### src/rtl/can_sof_pkg.sv
package can_sof_pkg;

  typedef enum logic [1:0] {
    ST_ARMED = 2'd0,
    ST_EDGE  = 2'd1,
    ST_FRAME = 2'd2
  } sof_state_e;

  // Map a programmed sample position to the one actually used
  function automatic int unsigned eff_sample_tq(input int unsigned cfg,
                                                input int unsigned tq_per_bit);
    if (cfg == 0) return 1;
    if (cfg >= tq_per_bit) return tq_per_bit - 1;
    return cfg;
  endfunction

endpackage

### src/rtl/sof_sync.sv
module sof_sync #(
  parameter int STAGES = 2
) (
  input  logic clk,
  input  logic rst_n,
  input  logic rx_in,
  output logic rx_sync,
  output logic fall_edge
);
  logic [STAGES-1:0] chain_q;
  logic              prev_q;

  generate
    for (genvar i = 0; i < STAGES; i++) begin : g_stage
      if (i == 0) begin : g_first
        always_ff @(posedge clk or negedge rst_n)
          if (!rst_n) chain_q[i] <= 1'b1;
          else        chain_q[i] <= rx_in;
      end else begin : g_next
        always_ff @(posedge clk or negedge rst_n)
          if (!rst_n) chain_q[i] <= 1'b1;
          else        chain_q[i] <= chain_q[i-1];
      end
    end
  endgenerate

  always_ff @(posedge clk or negedge rst_n)
    if (!rst_n) prev_q <= 1'b1;
    else        prev_q <= chain_q[STAGES-1];

  assign rx_sync   = chain_q[STAGES-1];
  assign fall_edge = prev_q & ~chain_q[STAGES-1];
endmodule

### src/rtl/sof_tq_timer.sv
module sof_tq_timer #(
  parameter int TQ_PER_BIT = 10,
  localparam int TQ_W = $clog2(TQ_PER_BIT + 1)
) (
  input  logic            clk,
  input  logic            rst_n,
  input  logic            start,
  input  logic            run,
  input  logic            tq_tick,
  input  logic [TQ_W-1:0] cfg_sample_tq,
  output logic            sample_hit
);
  import can_sof_pkg::*;

  logic [TQ_W-1:0] cnt_q;
  int unsigned     target;

  always_comb target = eff_sample_tq(32'(cfg_sample_tq), TQ_PER_BIT);

  always_ff @(posedge clk or negedge rst_n)
    if (!rst_n)                cnt_q <= '0;
    else if (start)            cnt_q <= '0;
    else if (run && tq_tick)   cnt_q <= cnt_q + 1'b1;

  assign sample_hit = run && tq_tick && ((32'(cnt_q) + 32'd1) == target);
endmodule

### src/rtl/sof_fsm.sv
module sof_fsm (
  input  logic                    clk,
  input  logic                    rst_n,
  input  logic                    fall_edge,
  input  logic                    rx_sync,
  input  logic                    bus_idle,
  input  logic                    sof_en,
  input  logic                    sample_hit,
  output can_sof_pkg::sof_state_e state_q,
  output logic                    arm_accept,
  output logic                    sof_pulse,
  output logic                    glitch_pulse
);
  import can_sof_pkg::*;

  sof_state_e state_d;
  logic       sof_d, glitch_d;

  assign arm_accept = (state_q == ST_ARMED) && fall_edge && bus_idle;

  always_comb begin
    state_d  = state_q;
    sof_d    = 1'b0;
    glitch_d = 1'b0;
    unique case (state_q)
      ST_ARMED: if (arm_accept) state_d = ST_EDGE;
      ST_EDGE: begin
        if (rx_sync) begin
          glitch_d = 1'b1;
          state_d  = ST_ARMED;
        end else if (sample_hit) begin
          sof_d   = sof_en;
          state_d = ST_FRAME;
        end
      end
      ST_FRAME: if (bus_idle) state_d = ST_ARMED;
      default:  state_d = ST_ARMED;
    endcase
  end

  always_ff @(posedge clk or negedge rst_n)
    if (!rst_n) begin
      state_q      <= ST_ARMED;
      sof_pulse    <= 1'b0;
      glitch_pulse <= 1'b0;
    end else begin
      state_q      <= state_d;
      sof_pulse    <= sof_d;
      glitch_pulse <= glitch_d;
    end
endmodule

### src/rtl/can_sof_detect.sv
module can_sof_detect #(
  parameter int TQ_PER_BIT  = 10,
  parameter int SYNC_STAGES = 2,
  localparam int TQ_W = $clog2(TQ_PER_BIT + 1)
) (
  input  logic            clk,
  input  logic            rst_n,
  input  logic            rx_in,
  input  logic            sof_en,
  input  logic            bus_idle,
  input  logic            tq_tick,
  input  logic [TQ_W-1:0] cfg_sample_tq,
  output logic            sof_pulse,
  output logic            glitch_pulse
);
  import can_sof_pkg::*;

  logic       rx_sync, fall_edge, arm_accept, sample_hit, timer_run;
  sof_state_e fsm_state;

  sof_sync #(.STAGES(SYNC_STAGES)) u_sync (
    .clk(clk), .rst_n(rst_n), .rx_in(rx_in),
    .rx_sync(rx_sync), .fall_edge(fall_edge)
  );

  assign timer_run = (fsm_state == ST_EDGE);

  sof_tq_timer #(.TQ_PER_BIT(TQ_PER_BIT)) u_timer (
    .clk(clk), .rst_n(rst_n), .start(arm_accept), .run(timer_run),
    .tq_tick(tq_tick), .cfg_sample_tq(cfg_sample_tq), .sample_hit(sample_hit)
  );

  sof_fsm u_fsm (
    .clk(clk), .rst_n(rst_n), .fall_edge(fall_edge), .rx_sync(rx_sync),
    .bus_idle(bus_idle), .sof_en(sof_en), .sample_hit(sample_hit),
    .state_q(fsm_state), .arm_accept(arm_accept),
    .sof_pulse(sof_pulse), .glitch_pulse(glitch_pulse)
  );
endmodule

### config.mk
export PLATFORM = sky130hd
export DESIGN_NAME = can_sof_detect
export DESIGN_NICKNAME = d
export VERILOG_FILES = /design/src/rtl/can_sof_pkg.sv /design/src/rtl/sof_sync.sv /design/src/rtl/sof_tq_timer.sv /design/src/rtl/sof_fsm.sv /design/src/rtl/can_sof_detect.sv
export SDC_FILE = /design/constraint.sdc
export NUM_CORES = 1
export LEC_CHECK = 0
export ABC_AREA = 1
export BUFFER_PORTS_ARGS = -buffer_cell sky130_fd_sc_hd__buf_2
export CAP_MARGIN = 20
export CORE_AREA = 2 2 39 41
export DETAILED_ROUTE_END_ITERATION = 8
export DIE_AREA = 0 0 41 43
export HOLD_SLACK_MARGIN = 0.06
export PLACE_DENSITY = 0.68
export SYNTH_ARGS = -nofsm -noshare
export SYNTH_HDL_FRONTEND = slang
export SYNTH_HIERARCHICAL = 1
export SYNTH_SLANG_ARGS = --single-unit
### constraint.sdc
create_clock -name clk -period 2.8 [get_ports clk]
set_input_delay 0 -clock clk [delete_from_list [all_inputs] [get_ports clk]]
set_output_delay 0 -clock clk [all_outputs]
set_load 0.005 [all_outputs]
[After elaboration in Yosys (flattened, before gate mapping)]
Cells that the tools add are included.
Cells by class
  add/sub/neg operators: 2
  order comparisons: 1
  equal/unequal tests: 6
  muxes and demuxes: 19
  bitwise logic cells: 2
  reduce and logical (&&, ||, !) cells: 8
Operator list (number)
  two-way mux 32 bit: 3
  == test 32 bit: 1
  two-way mux 1 bit: 9
  two-way mux 2 bit: 4
  two-way mux 4 bit: 2
  one-hot mux 2 bit (3 select lines): 1
  adder 4 x 1 -> 5 bit, second input constant: 1
  adder 4 x 1 -> 4 bit, second input constant: 1
  >= comparator 4 bit, second input constant: 1
  logical AND 1 bit: 4
  zero test 4 bit: 1
  != test 2 bit, second input constant: 2
  != test 3 bit, second input constant: 1
  AND reduction 3 bit: 1
  == test 2 x 1 -> 1 bit, second input constant: 1
  == test 2 bit, second input constant: 1
  zero test 2 bit: 1
  nonzero test 2 bit: 1
  AND 1 bit: 1
  NOT 1 bit: 1
Storage, ports and cells
  bits in registers: 11
  input bits: 10
  output and inout bits: 2
  word-level logic and storage cells: 45

[Longest topological paths before layout]
  depth after elaboration: 10
  mapped depth: 12
  gate-level depth less buffers: 12

[By module]
The synthesis kept the hierarchy.
Modules (own cells, without submodules)
  sof_tq_timer: instances 1, cells an instance 52, area each 335.3 um^2, sequential area each 100.1 um^2
  sof_fsm: instances 1, cells an instance 21, area each 175.2 um^2, sequential area each 100.1 um^2
  sof_sync: instances 1, cells an instance 5, area each 88.8 um^2, sequential area each 78.8 um^2
  can_sof_detect: instances 1, cells an instance 2, area each 10.0 um^2, sequential area each 0.0 um^2

[Least setup slack after synthesis]
Ideal clock, no wire load.
  path type: register to register
  start: reg u_timer.cnt_q[0]
  end: reg u_fsm.state_q[0]
  setup time: 0.121 ns
  data arrival time: 1.267 ns
  required time: 2.679 ns
  path slack: 1.412 ns
  cell stages (with the launch flop): 11
  path buffers: 0
  period minus slack after synthesis: 1.388 ns
  cell sequence: dfrtp_1 ha_1 inv_1 nand3_1 nand3b_1 nor2_2 nand2_1 nor2_2 nor2_1 nand2_1 o21ai_1
Between the ends
  longest elaborated chain between the ends: 5
RTL lines
  start, declared: line sof_tq_timer.sv:15  | logic [TQ_W-1:0] cnt_q;
  start signal, assigned: line sof_tq_timer.sv:23  | else if (run && tq_tick) cnt_q <= cnt_q + 1'b1;
  adder 4 x 1 -> 5 bit: line sof_tq_timer.sv:25  | assign sample_hit = run && tq_tick && ((32'(cnt_q) + 32'd1) == target);
  == test 32 bit: line sof_tq_timer.sv:25
  logical AND 1 bit: line sof_tq_timer.sv:25
  via sample_hit: line can_sof_detect.sv:18  | logic rx_sync, fall_edge, arm_accept, sample_hit, timer_run;
  != test 3 bit (no line)
  AND reduction 3 bit (no line)
  end signal, assigned: line sof_fsm.sv:47  | state_q <= state_d;
  end, declared: line sof_fsm.sv:9  | output can_sof_pkg::sof_state_e state_q,
The timed path passes the listed nets, and every way through them passes these cells.
A chain may end at the register's enable or synchronous reset.

[Worst setup path after layout]
Ends and elaborated chain as after synthesis.

==> results.md <==
- Worst setup margin: 1.262 ns
- Clock Sinks: 11
- Nets: 111
- Final-report max-slew violation count: 0
- Status: finished clean
- Crit path time final: 1.538 ns
- Post-Synth XOR/XNOR Area: 0.02875
- Core ar.: 0.001384 mm²
- Synth warnings: 6
- Htree depth: 1
- Clock Latency Late Sink: 0.26 ns
- Die area: 0.001763 mm²
- Reg2reg start: u_timer/cnt_q[0]
- Synthesized area: 609.3 µm²
- Most numerous cell in the Yosys netlist: nand2_1
- CP Max Fanout: 4
- Mux cell area share after synthesis: 0
- Hold Vio Cnt, Final: 0
- Top post-synthesis cells by count: 24 x nand2_1, 11 x inv_1, 8 x dfrtp_1
- Placer Congestion: 0.8410
- CTS root buffer: clkbuf_4
- Die Width: 41 µm
- DR vias/cell: 4.687
- Synth Area in Simple Gates: 0.3532
- Setup TNS: 0 ns
- Final ANT Viol Nets: 0
- Syn_area_per_cell: 7.617 µm²
- Seq/Total Area, Yosys: 0.4579
- Drt pass-1 iters: 4
- Io pins: 12
- Fin crit share: 0.5494
- Worst-case clock skew: 0.009854 ns
- Initial Utilization: 0.4403
- Most area-consuming cells after synthesis: dfrtp_1 33%, nand2_1 15%, dfstp_2 13%, inv_1 6.8%, nor2_2 5.1%
- Placed wire-length estimate after detailed placement: 916.8 µm
- Critical path endpoint category: flip-flop
- Worst Setup SP: u_timer/cnt_q[0]
- Max_slew headroom: 0.8404
- FMAX: 0.6500 GHz
- Post-Syn Instances: 80
- Post-Synth Adder-Cell Area: 0.02053
- Number of global-route vias before repair: 527
- Reg2Reg Setup Slack: 1.26 ns
- Place WS: 1.274 ns
- Antenna diodes: 0
- Post-Syn Nets: 91
- Worst Hold Class: primary input to asynchronous set/reset pin
- Post-synth ARST share: 1.000
- Area grow syn2layout: 23.20%
- DR vias: 539
- Fillers: 132
- Worst VDD drop: 0.3297 mV
- Netlist cell types: 18
- Synth area leader: dfrtp_1
- Drt initial violations: 5
- Clock transition at the registers of the reported paths: 0.07 ns
- LEAKAGE: 0.3819 nW
- WP data required: 2.95 ns
- Worst path arrival time: 1.69 ns
- Register bit total from synthesis: 11
- Cell Chain, Critical Path: ha_1, inv_1, nand3_1, nand3b_1, nor2_2, nand2_1, nor2_2, nor2_1, nand2_1, o21ai_1
- Combinational family with the most area after synthesis: simple AND/OR/NAND/NOR gates
- Drt wl/cell: 9.957 µm
- GRT Overall Usage: 0.1746
- Synth top area share: 0.3285
- Cell Pwr Density: 521.9 mW/mm²
- Port Buffer Count: 11
- Post-cts sizing count: 0
- Tightest Pin Transition: 0.2394 ns
- TritonCTS Buffers: 3
- Layout cell share with drive strength beyond 1: 0.2828
- Synth Flop Type: dfrtp_1
- Synth Area in Compound Gates: 0.05339
- CTS tree: built
- WL final: 1145 µm
- Crit-path leading delay family: simple AND/OR/NAND/NOR gates
- Cell row count: 14
- Drc violations: 0
- Number of synthesized flops with an enable pin: 0
- Buf/Inv on CP: 1
- Initial antenna violation count: 0
- Crit-path max cell delay: 0.42 ns
- Global-route wire length before repair: 2118 µm
- Critical path startpoint category: flip-flop
- Design Power: 0.0003918 W
- CP Class: flip-flop to flip-flop
- Worst-case clock buffer depth: 2
- RSZ-0062 raised after global routing: false
- Slowest-stage cell, CP: dfrtp_1
- Max-cap viol count: 0
- Die Span Y: 43 µm
- Setup Viol. Count Final: 0
- Largest net degree at the start of global routing: 12
- Total grt overflow: 0
cell families after synthesis:
kind of cell             count (synthesis)
buffers and inverters                   14
adder cells (fa/ha/maj)                  1
AO/OA/AOI/OAI                            6
XOR/XNOR                                 2
flip-flops                              11
AND/OR/NAND/NOR                         46
placed cells by master (no fill, tap or decap):
master	count
xor2_1	2
o21ai_0	2
nand4_1	2
dlygate4sd3_1	4
nor2_2	5
o22ai_1	2
o21ai_1	2
ha_1	1
nor3_1	1
nand3b_1	2
inv_2	3
nand3_1	4
nand3_2	1
inv_1	11
nand2_1	24
nor2_1	5
clkbuf_4	3
buf_2	11
nand2_2	2
dfstp_2	3
clkbuf_1	1
dfrtp_1	8
sequential cells by signal, indices dropped and copies added (netlist names):
| register | cells |
|---|---|
| u_fsm/glitch_pulse | 1 |
| u_fsm/sof_pulse | 1 |
| u_fsm/state_q | 2 |
| u_sync/chain_q | 1 |
| u_sync/prev_q | 1 |
| u_sync/rx_sync | 1 |
| u_timer/cnt_q | 4 |
area by class of cell:
type,instances,area [µm²],area share
sequential,11,279.0,0.3717
multi-input combinational,55,277.8,0.3700
timing repair buffer,15,95.09,0.1267
inverter,14,52.55,0.07000
clock buffer,4,26.28,0.03500
tap,16,20.02,0.02667
metrics by stage:
stage          std cells  instance area [µm²]    util  hold slack (ns)
3_5_place_dp         107                684.4  0.4946          -0.1189
6_report             115                750.7  0.5425           0.1166
5_1_grt              115                750.7  0.5425           0.1338
2_1_floorplan         80                609.3       -          -0.2956
3_3_place_gp         107                684.4  0.4946          -0.1236
4_1_cts              115                750.7  0.5425           0.1097
what timing repair did:
| action | in CTS | in global routing |
|---|---|---|
| endpoints found under the hold margin | 15 | 0 |
| buffers inserted | 0 | 0 |
| hold buffers | 4 | 0 |
report_power, final:
| group | internal [W] | total [W] | switching, W | leakage, nW |
|---|---|---|---|---|
| logic | 0.0000385 | 0.0000946 | 0.0000560 | 0.227 |
| clock network | 0.0000549 | 0.000104 | 0.0000493 | 0.0150 |
| registers | 0.000177 | 0.000193 | 0.0000162 | 0.140 |
layer usage:
| metal | vias to the layer above | GRT usage | wire length (µm) |
|---|---|---|---|
| met4 | 0 | 0.02000 | 0 |
| met2 | 10 | 0.2656 | 566 |
| met3 | 0 | 0.07853 | 54 |
| li1 | 287 | - | - |
| met5 | - | 0 | 0 |
| met1 | 242 | 0.2300 | 524 |
worst paths after layout:
check | to | cells after the start
worst min register to register | u_sync/rx_sync | 0
worst max-delay path | u_fsm/state_q[0] | 10
max in group asynchronous | u_sync/rx_sync | 2
worst min-delay path | u_fsm/glitch_pulse | 2
min in group clk | u_timer/cnt_q[1] | 4
worst max register to register | u_fsm/state_q[0] | 10
Note: power is estimated with default switching activity, not from simulation.
